## src/rtl/popc_pkg.sv

```systemverilog
package popc_pkg;
    typedef enum logic [1:0] {
        PC_IDLE = 2'd0,
        PC_RUN  = 2'd1,
        PC_DONE = 2'd2
    } pc_state_e;
endpackage

```

## src/rtl/popc_lsb_clear.sv

```systemverilog
module popc_lsb_clear #(
    parameter int W     = 256,
    parameter int STYLE = 0
) (
    input  logic [W-1:0] work_i,
    output logic [W-1:0] next_o,
    output logic         zero_o
);
    generate
        if (STYLE == 0) begin : g_sub
            assign next_o = work_i & (work_i - W'(1));
        end else begin : g_iso
            logic [W-1:0] lowest;
            assign lowest = work_i & (~work_i + W'(1));
            assign next_o = work_i ^ lowest;
        end
    endgenerate

    assign zero_o = (work_i == '0);
endmodule

```

## src/rtl/popc_tally.sv

```systemverilog
module popc_tally #(
    parameter int W  = 256,
    parameter int CW = $clog2(W + 1)
) (
    input  logic          clk_i,
    input  logic          rst_i,
    input  logic          clr_i,
    input  logic          inc_i,
    output logic [CW-1:0] count_o
);
    logic [CW-1:0] count_q;

    always_ff @(posedge clk_i) begin
        if (rst_i || clr_i) begin
            count_q <= '0;
        end else if (inc_i) begin
            count_q <= count_q + CW'(1);
        end
    end

    assign count_o = count_q;

    AST_NO_OVERFLOW: assert property (@(posedge clk_i) disable iff (rst_i)
        (inc_i && !clr_i) |-> (count_q < CW'(W)));
endmodule

```

## src/rtl/popc_ctrl.sv

```systemverilog
module popc_ctrl
    import popc_pkg::*;
(
    input  logic clk_i,
    input  logic rst_i,
    input  logic start_i,
    input  logic zero_i,
    output logic load_o,
    output logic step_o,
    output logic finish_o,
    output logic busy_o,
    output logic done_o
);
    pc_state_e state_q, state_d;

    always_ff @(posedge clk_i) begin
        if (rst_i) begin
            state_q <= PC_IDLE;
        end else begin
            state_q <= state_d;
        end
    end

    always_comb begin
        state_d  = state_q;
        load_o   = 1'b0;
        step_o   = 1'b0;
        finish_o = 1'b0;
        busy_o   = 1'b0;
        done_o   = 1'b0;
        unique case (state_q)
            PC_IDLE: begin
                if (start_i) begin
                    load_o  = 1'b1;
                    state_d = PC_RUN;
                end
            end
            PC_RUN: begin
                busy_o = 1'b1;
                if (zero_i) begin
                    finish_o = 1'b1;
                    state_d  = PC_DONE;
                end else begin
                    step_o = 1'b1;
                end
            end
            PC_DONE: begin
                done_o = 1'b1;
                if (start_i) begin
                    load_o  = 1'b1;
                    state_d = PC_RUN;
                end else begin
                    state_d = PC_IDLE;
                end
            end
            default: state_d = PC_IDLE;
        endcase
    end

    AST_DONE_ONE_CYCLE: assert property (@(posedge clk_i) disable iff (rst_i)
        (state_q == PC_DONE) |=> (state_q != PC_DONE));
    AST_LOAD_NOT_BUSY: assert property (@(posedge clk_i) disable iff (rst_i)
        load_o |-> (state_q != PC_RUN));
endmodule

```

## src/rtl/popcount_iter.sv

```systemverilog
module popcount_iter #(
    parameter int W     = 256,
    parameter int CW    = $clog2(W + 1),
    parameter int STYLE = 0
) (
    input  logic          clk_i,
    input  logic          rst_i,
    input  logic          start_i,
    input  logic [W-1:0]  data_i,
    input  logic [CW-1:0] thresh_i,
    output logic [CW-1:0] count_o,
    output logic          over_o,
    output logic          busy_o,
    output logic          done_o
);
    logic [W-1:0]  work_q, work_next;
    logic [CW-1:0] thr_q;
    logic          work_zero, load, step, finish, flag_q;

    popc_lsb_clear #(.W(W), .STYLE(STYLE)) u_clear (
        .work_i (work_q),
        .next_o (work_next),
        .zero_o (work_zero)
    );

    popc_ctrl u_ctrl (
        .clk_i    (clk_i),
        .rst_i    (rst_i),
        .start_i  (start_i),
        .zero_i   (work_zero),
        .load_o   (load),
        .step_o   (step),
        .finish_o (finish),
        .busy_o   (busy_o),
        .done_o   (done_o)
    );

    popc_tally #(.W(W), .CW(CW)) u_tally (
        .clk_i   (clk_i),
        .rst_i   (rst_i),
        .clr_i   (load),
        .inc_i   (step),
        .count_o (count_o)
    );

    always_ff @(posedge clk_i) begin
        if (rst_i) begin
            work_q <= '0;
            thr_q  <= '0;
            flag_q <= 1'b0;
        end else if (load) begin
            work_q <= data_i;
            thr_q  <= thresh_i;
            flag_q <= 1'b0;
        end else begin
            if (step) begin
                work_q <= work_next;
            end
            if (finish) begin
                flag_q <= (count_o > thr_q);
            end
        end
    end

    assign over_o = flag_q;

    AST_START_LOADS: assert property (@(posedge clk_i) disable iff (rst_i)
        (start_i && !busy_o) |=> (busy_o && count_o == '0 && !over_o));
    AST_STEP_CLEARS_ONE: assert property (@(posedge clk_i) disable iff (rst_i)
        (busy_o && !work_zero) |=> ($countones(work_q) + 1 == $countones($past(work_q))));
    AST_STEP_COUNTS_ONE: assert property (@(posedge clk_i) disable iff (rst_i)
        (busy_o && !work_zero) |=> (count_o == $past(count_o) + CW'(1)));
    AST_DONE_AFTER_BUSY: assert property (@(posedge clk_i) disable iff (rst_i)
        done_o |-> (!busy_o && $past(busy_o)));
    AST_FLAG_STRICT: assert property (@(posedge clk_i) disable iff (rst_i)
        done_o |-> (over_o == (count_o > thr_q)));
    AST_IDLE_HOLDS: assert property (@(posedge clk_i) disable iff (rst_i)
        (!busy_o && !start_i) |=> ($stable(count_o) && $stable(over_o)));
    AST_BUSY_START_IGNORED: assert property (@(posedge clk_i) disable iff (rst_i)
        (busy_o && !work_zero) |=> busy_o);
endmodule

```

## config.mk

```make
export PLATFORM = sky130hd
export DESIGN_NAME = popcount_iter
export DESIGN_NICKNAME = d
export VERILOG_FILES = /design/src/rtl/popc_pkg.sv /design/src/rtl/popc_lsb_clear.sv /design/src/rtl/popc_tally.sv /design/src/rtl/popc_ctrl.sv /design/src/rtl/popcount_iter.sv
export SDC_FILE = /design/constraint.sdc
export NUM_CORES = 1
export LEC_CHECK = 0
export BUFFER_PORTS_ARGS = -buffer_cell sky130_fd_sc_hd__buf_4
export CORE_ASPECT_RATIO = 1.2
export CORE_UTILIZATION = 55
export CTS_CLUSTER_DIAMETER = 60
export CTS_CLUSTER_SIZE = 28
export DETAILED_ROUTE_END_ITERATION = 8
export PLACE_DENSITY = 0.8
export SYNTH_ARGS = -nofsm -noshare
export SYNTH_HDL_FRONTEND = slang
export SYNTH_SLANG_ARGS = --single-unit
```

## constraint.sdc

```tcl
create_clock -name clk_i -period 4.9 [get_ports clk_i]
set_input_delay 0.735 -clock clk_i [delete_from_list [all_inputs] [get_ports clk_i]]
set_output_delay 0.735 -clock clk_i [all_outputs]
set_load 0.02 [all_outputs]
```

==> impl_metrics.csv <==
group,metric,value,unit
logic_synthesis,synth.distinct_cells,61,
timing,hold_viol,0,
cells_and_area,instances_no_fill,2223,
logic_synthesis,syn-num-nets,1917,
worst_setup_path,arrival,4.93,ns
logic_synthesis,synth_ff_type,"dfxtp_1",
power,p_leak,6.538,nW
power,seqPwrFrac,0.442,
power,combPwrFrac,0.206,
cts,clk_pin_slew_worst_paths,0.10,ns
routing,top_layer,"met4",
global_route,grt_pass1_vias,14972,
job,cap_violations,0,
worst_hold_path,hold_depth,3,
timing,slew_violations,0,
cells_and_area,postLayoutCellArea,16980,um2
timing,maxSlewHeadroom,0.2342,
logic_synthesis,synthesis.area,13630,um2
placement,placed_area,16140,um2
routing,vias,15563,
die,die-height,174.5,um
cts,ctsHoldBuffers,0,
cells_and_area,multi_input_area,7725,um2
run_status,status,"completed",
logic_synthesis,yosysSeqAreaShare,0.4067,
timing,setup_viol,0,
timing,fin_worst_skew,0.02942,ns
logic_synthesis,ys_warn_count,0,
timing,layout_worst_path_cycle_share,0.9133,
routing,wl_met1,20.31,mm
logic_synthesis,async_flop_share,0,
cells_and_area,drive_gt1_frac,0.2060,
placement,place_congestion,1.012,
cells_and_area,antenna_cells,0,
timing,rsz0062_at_grt,"no",
routing,via_per_inst,7.001,
die,dieArea,25430,um2
global_route,grt_max_degree,114,
worst_setup_path,cp-start-kind,"flop",
power,power_density,341.5,nW/um2
worst_setup_path,path_class,"flop to flop",
worst_setup_path,cpPeakStageDelay,0.76,ns
cts,cts_tree,"yes",
worst_setup_path,r2r_start,"work_q[61]",
routing,drtAntennaViolNets,0,
worst_setup_path,cp_slowest_cell,"nor4_1",
cells_and_area,fillers,2014,
logic_synthesis,syn_area_per_cell,8.319,um2
power,p_switching,1.945,mW
die,io-pin-count,280,
power,p_clk_frac,0.353,
routing,met2_length,25.07,mm
logic_synthesis,synth.top_cells.by_count,"dfxtp_1 (277), nand2_1 (240), a32o_1 (116), nor2_1 (107), nor3_1 (96)",
die,fp.dieW,145.7,um
cts,ctsResizeCount,0,
cells_and_area,area.sequential,5545,um2
cts,numCtsBuffers,22,
power,p_int,3.854,mW
routing,drtPass1Iterations,6,
worst_setup_path,cpMostUsedCell,"nor4_1",
worst_setup_path,critPathCaptureType,"flop",
die,num_rows,62,
timing,min_period,4.475,ns
logic_synthesis,synth-seq-cells,277,
placement,placedCellCount,2183,
worst_hold_path,min-delay-start,"data_i[39]",
worst_setup_path,reg2reg_depth,8,
logic_synthesis,ys_top_cells_by_area,"dfxtp_1 (41%), a32o_1 (8.5%), nand2_1 (6.6%)",
worst_hold_path,hold_class,"input port to flop",
cts,cts_setup_buffers,0,
global_route,gr-usage-all-layers,0.4149,
logic_synthesis,synth_top_cell_by_area,"dfxtp_1",
logic_synthesis,synth-edff-count,0,
global_route,antenna_found_initial,0,
worst_hold_path,hold_path_end,"work_q[39]",
power,sw_frac_of_total,0.3354,
cells_and_area,area_growth,24.54,%
cts,clock-sinks,277,
cts,htreeDepth,1,
cells_and_area,fin_nets,2165,
timing,fmax,223.5,MHz
routing,route.met3.wl,5.796,mm
cts,clk_path_buf_depth,3,
placement,hpwl,39.05,mm
timing,setup_tns,0,ns
worst_setup_path,cp_cell_sequence,"nor4_1 > nand4_1 > nor4_1 > nand3_1 > or3_1 > nor4_2 > nand4b_1 > a32o_1",
die,coreArea,24130,um2
worst_setup_path,r2r_end,"work_q[230]",
worst_setup_path,r2r_slack,0.42,ns
die,initial_core_util,0.5651,
power,ir_drop,354.6,uV
routing,wl_per_cell,24.28,um
logic_synthesis,synth.most_common_cell,"dfxtp_1",
cts,cts-root-buf,"clkbuf_16",
routing,drc,0,
worst_setup_path,required,5.35,ns
global_route,grt_pass1_wl,83.24,mm
logic_synthesis,syn_inst,1639,
routing,first_iter_violations,1730,
logic_synthesis,yosysTopAreaCellShare,0.4067,
worst_setup_path,path_max_fanout,9,
placement,portBuffers,279,
routing,wl,53.98,mm
timing,tightest_slew,1.140,ns
cts,insertion_delay,0.55,ns
global_route,grt_overflow,0,
[cell type report]
type                            instances  area share
Multi-Input combinational cell       1254      0.4549
Clock buffer                           23     0.03390
Tap cell                              320     0.02358
Clock inverter                         17     0.01533
Inverter                               15    0.003316
Timing Repair Buffer                  317      0.1424
Sequential cell                       277      0.3266
[registers in the layout, summed over array words and instances, names as in the netlist]
register,count
u_tally.count_o,9
work_q,256
u_ctrl.state_q,2
thr_q,9
over_o,1
[cell usage in the layout (no fill, tap or decap), types with 4 or more instances in the layout]
| master | instances |
|---|---|
| a21oi_1 | 72 |
| a311oi_1 | 4 |
| inv_1 | 15 |
| or4_1 | 69 |
| nor4b_1 | 8 |
| inv_8 | 5 |
| a22o_1 | 20 |
| buf_4 | 314 |
| mux2i_1 | 16 |
| and2_1 | 5 |
| o311ai_0 | 22 |
| nand3b_1 | 10 |
| dfxtp_1 | 277 |
| or4_4 | 4 |
| a22oi_1 | 7 |
| or2_2 | 17 |
| o21ai_0 | 55 |
| clkbuf_16 | 23 |
| ha_1 | 10 |
| nand4b_1 | 8 |
| o211ai_1 | 20 |
| or3_1 | 46 |
| nor2_1 | 105 |
| nand2_1 | 240 |
| nand3_1 | 61 |
| nand4_1 | 36 |
| a41oi_1 | 4 |
| and3_1 | 16 |
| nor3_1 | 96 |
| a31oi_1 | 8 |
| nand2b_1 | 17 |
| and4_1 | 8 |
| xor2_1 | 5 |
| a21o_1 | 4 |
| nor2b_1 | 4 |
| nor4_1 | 83 |
| a32o_1 | 116 |
| a211oi_1 | 13 |
| a2111oi_0 | 4 |
[critical path, delay by kind of cell, from the launching register on]
kind	cells	cell delay, ns
and+or+nand+nor	7	3.71
DFF	1	0.37
AOI/OAI and AO/OA	1	0.29
[per-layer routing]
metal / vias to the layer above / track usage
met5: - / 0
met4: 0 / 0.2066
met3: 218 / 0.06562
met2: 1087 / 0.6838
met1: 7362 / 0.5260
li1: 6896 / -
[power by group through the flow]
stage | combinational, mW | sequential (mW) | clock, mW
5_1_grt | 1.27 | 2.58 | 2.14
6_report | 1.19 | 2.56 | 2.05
4_1_cts | 1.16 | 2.55 | 2.04
3_3_place_gp | 1.14 | 2.59 | 0
3_5_place_dp | 1.15 | 2.60 | 0
2_1_floorplan | 0.679 | 2.55 | 0
[stage by stage]
stage / setup WS, ns / utilization / power (mW) / hold slack, ns
finish: 0.4249 / 0.7038 / 5.799 / 0.3691
floorplan: 1.239 / - / 3.230 / 0.4363
global route: 0.2487 / 0.7038 / 5.985 / 0.3752
global placement: 0.3148 / 0.6689 / 3.732 / 0.4441
detailed placement: 0.3232 / 0.6689 / 3.747 / 0.4489
CTS: 0.2964 / 0.7036 / 5.752 / 0.3616
[how the worst max path moves through the flow]
stage / from / endpoint / slack (ns)
after global placement: work_q[61] / work_q[230] / 0.31
after CTS: work_q[61] / work_q[230] / 0.30
final: work_q[61] / work_q[230] / 0.42
after floorplan: work_q[168] / work_q[235] / 1.24
after global routing: work_q[61] / work_q[230] / 0.25
after detailed placement: work_q[61] / work_q[230] / 0.32
[cell families after synthesis]
| family | share of synthesized area |
|---|---|
| AOI/OAI and AO/OA | 0.2079 |
| xor gates and xnor gates | 0.004497 |
| adders and majority gates | 0.009177 |
| buffers and inverters | 0.03001 |
| DFF | 0.4067 |
| muxes | 0.01175 |
| and+or+nand+nor | 0.3299 |
Note: power is estimated with default switching activity, not from simulation.
